==> config.mk <==
export PLATFORM = sky130hd
export DESIGN_NAME = fpdiv_top
export DESIGN_NICKNAME = d
export VERILOG_FILES = /design/src/rtl/fpdiv_pkg.sv /design/src/rtl/fpdiv_unpack.sv /design/src/rtl/fpdiv_nr_step.sv /design/src/rtl/fpdiv_round_pack.sv /design/src/rtl/fpdiv_top.sv
export SDC_FILE = /design/constraint.sdc
export NUM_CORES = 2
export LEC_CHECK = 0
export ABC_AREA = 1
export ABC_CLOCK_PERIOD_IN_PS = 9200
export CORE_MARGIN = 4
export CORE_UTILIZATION = 30
export CTS_BUF_LIST = sky130_fd_sc_hd__clkbuf_8
export DETAILED_ROUTE_END_ITERATION = 10
export DONT_BUFFER_PORTS = 1
export PLACE_DENSITY_LB_ADDON = 0.08
export RECOVER_POWER = 25
export SLEW_MARGIN = 0
export SYNTH_ARGS = -nofsm -noshare
export SYNTH_HDL_FRONTEND = slang
export SYNTH_SLANG_ARGS = --single-unit
==> constraint.sdc <==
create_clock -name clk -period 9.2 [get_ports clk]
set_clock_uncertainty 0.1 [all_clocks]
set_input_delay 0.92 -clock clk [delete_from_list [all_inputs] [get_ports clk]]
set_output_delay 0.92 -clock clk [all_outputs]
set_load 0.02 [all_outputs]
==> src/rtl/fpdiv_pkg.sv <==
package fpdiv_pkg;

    localparam int DEF_EXP_W = 6;
    localparam int DEF_MAN_W = 14;

    typedef enum logic [1:0] {
        RES_NORMAL   = 2'd0,
        RES_ZERO     = 2'd1,
        RES_SATURATE = 2'd2
    } res_class_e;

    // Priority: zero divisor first, then zero dividend, then range limits.
    function automatic res_class_e pick_class(
        input logic a_zero,
        input logic b_zero,
        input logic too_big,
        input logic too_small
    );
        if (b_zero)    return RES_SATURATE;
        if (a_zero)    return RES_ZERO;
        if (too_big)   return RES_SATURATE;
        if (too_small) return RES_ZERO;
        return RES_NORMAL;
    endfunction

endpackage

==> src/rtl/fpdiv_unpack.sv <==
module fpdiv_unpack #(
    parameter int EXP_W = 6,
    parameter int MAN_W = 14,
    localparam int WORD_W = 1 + EXP_W + MAN_W,
    localparam int XW = EXP_W + 2
) (
    input  logic [WORD_W-1:0] num_word,
    input  logic [WORD_W-1:0] den_word,
    output logic              sgn,
    output logic [XW-1:0]     ediff,
    output logic              a_zero,
    output logic              b_zero,
    output logic [MAN_W:0]    n_man,
    output logic [MAN_W:0]    d_man
);
    localparam logic [EXP_W-1:0] ZCODE = {1'b1, {(EXP_W-1){1'b0}}};

    logic [EXP_W-1:0] ea, eb;

    always_comb begin
        ea     = num_word[WORD_W-2:MAN_W];
        eb     = den_word[WORD_W-2:MAN_W];
        sgn    = num_word[WORD_W-1] ^ den_word[WORD_W-1];
        a_zero = (ea == ZCODE);
        b_zero = (eb == ZCODE);
        // sign-extend both exponents before subtracting
        ediff  = {{2{ea[EXP_W-1]}}, ea} - {{2{eb[EXP_W-1]}}, eb};
        n_man  = {1'b1, num_word[MAN_W-1:0]};
        d_man  = {1'b1, den_word[MAN_W-1:0]};
    end
endmodule

==> src/rtl/fpdiv_nr_step.sv <==
module fpdiv_nr_step #(
    parameter int MAN_W = 14,
    parameter int IDX = 0,
    localparam int RW = MAN_W + 4,
    localparam int QB = MAN_W + 3
) (
    input  logic signed [RW-1:0] rem_i,
    input  logic [QB-1:0]        q_i,
    input  logic [MAN_W:0]       d_i,
    output logic signed [RW-1:0] rem_o,
    output logic [QB-1:0]        q_o
);
    logic signed [RW-1:0] d_x;
    assign d_x = $signed({3'b000, d_i});

    generate
        if (IDX == 0) begin : g_first
            // integer-weight step: plain trial subtraction
            always_comb rem_o = rem_i - d_x;
        end else begin : g_rest
            logic signed [RW-1:0] dbl;
            always_comb begin
                dbl   = rem_i <<< 1;
                // previous quotient bit set means previous remainder was non-negative
                rem_o = q_i[QB-IDX] ? (dbl - d_x) : (dbl + d_x);
            end
        end
    endgenerate

    always_comb begin
        q_o             = q_i;
        q_o[QB-1-IDX]   = ~rem_o[RW-1];
    end
endmodule

==> src/rtl/fpdiv_round_pack.sv <==
module fpdiv_round_pack
    import fpdiv_pkg::*;
#(
    parameter int EXP_W = 6,
    parameter int MAN_W = 14,
    localparam int WORD_W = 1 + EXP_W + MAN_W,
    localparam int XW = EXP_W + 2,
    localparam int QB = MAN_W + 3
) (
    input  logic              sgn,
    input  logic [XW-1:0]     ediff,
    input  logic              a_zero,
    input  logic              b_zero,
    input  logic [QB-1:0]     qbits,
    output logic [WORD_W-1:0] word
);
    localparam int EMAX = 2**(EXP_W-1) - 1;
    localparam int EMIN_NZ = -(2**(EXP_W-1)) + 1;
    localparam logic signed [XW-1:0] EMAX_S = XW'(EMAX);
    localparam logic signed [XW-1:0] EMIN_S = XW'(EMIN_NZ);
    localparam logic [EXP_W-1:0] ZCODE = {1'b1, {(EXP_W-1){1'b0}}};
    localparam logic [EXP_W-1:0] MAXCODE = {1'b0, {(EXP_W-1){1'b1}}};

    logic             ge_one, guard, carry;
    logic [MAN_W-1:0] frac, frac_r;
    logic [1:0]       incr;
    logic [XW-1:0]    fexp;
    res_class_e       cls;

    always_comb begin
        ge_one = qbits[QB-1];
        frac   = ge_one ? qbits[QB-2:2] : qbits[QB-3:1];
        guard  = ge_one ? qbits[1] : qbits[0];
        carry  = guard & (&frac);
        frac_r = frac + MAN_W'(guard);
        incr   = {1'b0, ge_one} + {1'b0, carry};
        fexp   = ediff + XW'(incr);
        cls    = pick_class(a_zero, b_zero,
                            $signed(fexp) > EMAX_S,
                            $signed(fexp) < EMIN_S);
        unique case (cls)
            RES_ZERO:     word = {1'b0, ZCODE, {MAN_W{1'b0}}};
            RES_SATURATE: word = {sgn, MAXCODE, {MAN_W{1'b1}}};
            default:      word = {sgn, fexp[EXP_W-1:0], frac_r};
        endcase
    end
endmodule

==> src/rtl/fpdiv_top.sv <==
module fpdiv_top
    import fpdiv_pkg::*;
#(
    parameter int EXP_W = DEF_EXP_W,
    parameter int MAN_W = DEF_MAN_W,
    localparam int WORD_W = 1 + EXP_W + MAN_W
) (
    input  logic              clk,
    input  logic              rst,
    input  logic              in_valid,
    input  logic [WORD_W-1:0] dividend,
    input  logic [WORD_W-1:0] divisor,
    output logic              out_valid,
    output logic [WORD_W-1:0] quotient,
    output logic              div_zero
);
    localparam int XW = EXP_W + 2;
    localparam int RW = MAN_W + 4;
    localparam int STAGES = MAN_W + 3;

    typedef struct packed {
        logic          sgn;
        logic [XW-1:0] ediff;
        logic          a_zero;
        logic          b_zero;
    } side_t;

    side_t                side_in;
    logic [MAN_W:0]       n_man, d_man;

    logic                 v_a    [0:STAGES];
    side_t                side_a [0:STAGES];
    logic signed [RW-1:0] rem_a  [0:STAGES];
    logic [STAGES-1:0]    q_a    [0:STAGES];
    logic [MAN_W:0]       d_a    [0:STAGES];

    logic signed [RW-1:0] rem_n  [0:STAGES-1];
    logic [STAGES-1:0]    q_n    [0:STAGES-1];

    logic [WORD_W-1:0]    packed_word;

    fpdiv_unpack #(.EXP_W(EXP_W), .MAN_W(MAN_W)) u_unpack (
        .num_word (dividend),
        .den_word (divisor),
        .sgn      (side_in.sgn),
        .ediff    (side_in.ediff),
        .a_zero   (side_in.a_zero),
        .b_zero   (side_in.b_zero),
        .n_man    (n_man),
        .d_man    (d_man)
    );

    generate
        for (genvar j = 0; j < STAGES; j++) begin : g_step
            fpdiv_nr_step #(.MAN_W(MAN_W), .IDX(j)) u_step (
                .rem_i (rem_a[j]),
                .q_i   (q_a[j]),
                .d_i   (d_a[j]),
                .rem_o (rem_n[j]),
                .q_o   (q_n[j])
            );
        end
    endgenerate

    fpdiv_round_pack #(.EXP_W(EXP_W), .MAN_W(MAN_W)) u_pack (
        .sgn    (side_a[STAGES].sgn),
        .ediff  (side_a[STAGES].ediff),
        .a_zero (side_a[STAGES].a_zero),
        .b_zero (side_a[STAGES].b_zero),
        .qbits  (q_a[STAGES]),
        .word   (packed_word)
    );

    // valid chain: the only state that needs reset
    always_ff @(posedge clk) begin
        if (rst) begin
            for (int j = 0; j <= STAGES; j++) v_a[j] <= 1'b0;
            out_valid <= 1'b0;
            div_zero  <= 1'b0;
        end else begin
            v_a[0] <= in_valid;
            for (int j = 0; j < STAGES; j++) v_a[j+1] <= v_a[j];
            out_valid <= v_a[STAGES];
            div_zero  <= v_a[STAGES] & side_a[STAGES].b_zero;
        end
    end

    // datapath registers, one step of the array per stage
    always_ff @(posedge clk) begin
        side_a[0] <= side_in;
        rem_a[0]  <= $signed({3'b000, n_man});
        q_a[0]    <= '0;
        d_a[0]    <= d_man;
        for (int j = 0; j < STAGES; j++) begin
            side_a[j+1] <= side_a[j];
            rem_a[j+1]  <= rem_n[j];
            q_a[j+1]    <= q_n[j];
            d_a[j+1]    <= d_a[j];
        end
        quotient <= packed_word;
    end
endmodule

==> summary.txt <==
Global routing
  • Vias in the first global route: about 43000
  • Largest net degree at the start of global routing: 23
  • GRT Total Usage: about 17%
  • Total global routing overflow: 0
  • Initial antenna violation count: 6
  • First-pass GRT wire length: roughly 240000 um

Synth
  • Adder-Cell Fraction of Synth Area: between 10% and 20%
  • Library cells used by synthesis: 43
  • Synth top area share: a little over a third
  • Most frequent cell after synthesis: nand2_1
  • Compound-gate portion of the synthesized area: under 10%
  • Mapped Cells: around 7700
  • Top post-synthesis cells by count: nand2_1 (2605), inv_1 (1240), dfxtp_1 (883), nor2_1 (652), ha_1 (455)
  • Async set-reset flop share out of synthesis: 0%
  • Synth Area in XOR/XNOR: approximately 3.2%
  • Mux contribution to synthesized area: less than 1%
  • Main synth FF type: dfxtp_1
  • Main combinational cell family by area after synthesis: simple AND/OR/NAND/NOR gates
  • Simple-gate share of the synthesized area: 31.71%
  • Leading cell types by total area after synthesis: dfxtp_1 (35%), nand2_1 (19%), ha_1 (11%), inv_1 (9.2%), nor2_1 (4.8%)
  • Yosys reg bits: about 880
  • Yosys warning count: 0
  • Mapped Area: 50860 um^2
  • Seq/Total Area, Yosys: about a third
  • Mean Syn Cell Area: 6.623 um^2
  • Synth area leader: dfxtp_1
  • Syn_nets: approximately 8000
  • EDFF count, synth: 0

STA
  • RSZ-0062 raised after global routing: no
  • Setup Total Neg Slack: 0 ns
  • Worst-Margin Slew: approximately 0.73 ns
  • Final setup viols: 0
  • Final worst-path cycle share: ~51%
  • Fmax: approximately 210 MHz
  • Slew margin rel.: 51.12%
  • Max-slew violation total from the final report: 0
  • Min Tclk post-route: around 4.7 ns
  • Final hold viol count: 0

Clocking
  • Resized cells post-CTS: 0
  • Clock transition at path regs: roughly 0.06 ns
  • Clock Path Buffers: 3
  • Total setup buffers inserted after CTS: 0
  • Root buf cell: clkbuf_8
  • CTS Sinks: a little under 900
  • CTS tree: yes
  • Htree depth: 4
  • Skew-Pair Late Insertion Delay: approximately 0.95 ns
  • Cts bufs inserted: 166
  • Hold-fix buffers, CTS: 36

Route
  • Routed WL: 151800 um
  • Drt initial violations: between 2000 and 3000
  • DR pass1 iterations: 6
  • Detailed-route DRC error count: 0
  • Via density: 4.483
  • DRT antenna net count: 0
  • Via count: ~45000
  • Routed WL per cell: approximately 15 um

Die
  • Die Height: 419.7 um
  • Starting Density: between 30% and 40%
  • Core ar.: about 170000 um^2
  • Die area: approximately 180000 um^2
  • Ports: 68
  • Chip width: between 400 and 500 um
  • Floorplan row count: 150

Worst setup path
  • Reg2reg start: q_a[17][16]
  • Crit path from: q_a[17][16]
  • Crit path launch type: flop
  • Critical path peak fanout: 18
  • Req. time, crit path: 9.88 ns
  • CP Capture Type: flop
  • Data arrival time of the worst path: around 5.4 ns
  • Worst Setup Path Type: flop to flop

Hold path
  • Min-Delay Startpoint: divisor[14]
  • Worst hold path type: input pin to flop

Placement
  • GPL Wtd Cong: between 0.8 and 0.9
  • Hpwl dp: roughly 120000 um
  • Count of input and output buffers: 0

Cells and area
  • Fillers: around 18000
  • Layout area overhead: 12.08%
  • Fraction of layout cells with a size suffix above 1: around 3.8%
  • Final layout net count: slightly above 8000
  • Final Core Density: between 30% and 40%

Pwr
  • Leakage power: around 31 nW
  • Worst VDD drop: between 150 and 200 uV
  • Power Density: 360.1 nW/um^2

Run
  • Max cap viols: 0

Outcome
  • Outcome: complete, no violations
report_power, final:
group          total (W)  switching [W]  internal [W]  leakage [nW]
registers        0.00586       0.000856       0.00500          7.43
logic             0.0104        0.00710       0.00332          21.3
clock network    0.00425        0.00185       0.00240          2.07
placed cells by master (no fill, tap or decap), types with 4 or more instances in the layout:
cell type / n
nor2_1: 652
xnor2_1: 29
a21oi_1: 327
nand2_2: 5
nor3b_1: 11
xor2_1: 155
buf_4: 16
clkinv_2: 15
fa_1: 19
dlygate4sd3_1: 36
nor2_2: 4
bufinv_16: 11
nand2_1: 2605
diode_2: 5
nand4_1: 144
clkbuf_8: 208
o21bai_1: 48
o21ai_2: 6
inv_1: 1280
nand3_1: 400
clkinv_16: 5
and3_1: 12
a21o_1: 4
ha_1: 455
a31oi_1: 22
nor3_1: 105
and2_1: 23
inv_16: 6
dfxtp_1: 883
o21ai_0: 300
o21ai_1: 5
state kept, by name (all words and copies together) (netlist names):
signal and flops:
d_a 223, div_zero 1, out_valid 1, q_a 153
quotient 21, rem_a 286, side_a 180, v_a 18
logic make-up (layout without fill, tap and decap cells):
| logic type | count (synthesis) | after routing |
|---|---|---|
| other | 0 | 5 |
| adders and majority gates | 474 | 474 |
| DFF | 883 | 883 |
| xor gates and xnor gates | 184 | 184 |
| AOI/OAI and AO/OA | 718 | 718 |
| buffers and inverters | 1445 | 1588 |
| and+or+nand+nor | 3973 | 3973 |
| muxes | 2 | 2 |
layout make-up:
cell class              count  area (um^2)  area share, %
well taps                2204         2758          4.838
diodes                      5        12.51        0.02195
clock inverters            86        915.9          1.607
inverters                1242         4662          8.178
flip-flops and latches    883        17680          31.01
repair buffers             52        480.5         0.8429
clock buffers             208         2863          5.022
multi-input cells        5351        27640          48.48
metal layers:
metal	wire length [um]	up-vias	share of wire [%]	track usage, %
li1	-	23727	-	-
met1	74920	20203	49	23.32
met2	67230	820	44	27.76
met3	6125	214	4.0	2.690
met4	3557	0	2.3	4.870
met5	0	-	0	0
worst max-delay path, stage by stage, from the launching register on:
cell and delay, ns:
dfxtp_1 0.70, buf_4 0.34, nand2_1 0.08, o21ai_1 0.16
nand2_1 0.16, nor2_4 0.14, nand4_1 0.12, nor3b_2 0.26
fa_1 0.25, ha_1 0.18, and3_1 0.21, nand3_1 0.10
xnor2_1 0.13, nor3_1 0.13, nor2_1 0.08, ha_1 0.58
inv_1 0.24, nand2_1 0.44, o21ai_0 0.18
path summary, 6_finish.rpt:
kind / to / slack (ns) / depth (start not counted)
setup reg to reg: quotient[18] / 4.47 / 18
hold reg to reg: side_a[8][2] / 0.19 / 0
setup / recovery: quotient[18] / 4.47 / 18
hold / removal: side_a[0][2] / 0.13 / 2
stage by stage:
| step | area [um^2] | hold WS (ns) | power [W] | worst slack (ns) | std cells |
|---|---|---|---|---|---|
| after floorplan | 50860 | 0.2096 | 0.01328 | 5.495 | 7679 |
| after global placement | 52850 | 0.2099 | 0.01639 | 4.372 | 9696 |
| after detailed placement | 52850 | 0.2121 | 0.01636 | 4.363 | 9696 |
| after CTS | 56990 | 0.01545 | 0.02083 | 4.333 | 10026 |
| after global routing | 57000 | 0.04090 | 0.02263 | 3.962 | 10030 |
| final | 57000 | 0.1256 | 0.02053 | 4.467 | 10031 |
(Power assumes the default switching activity.)
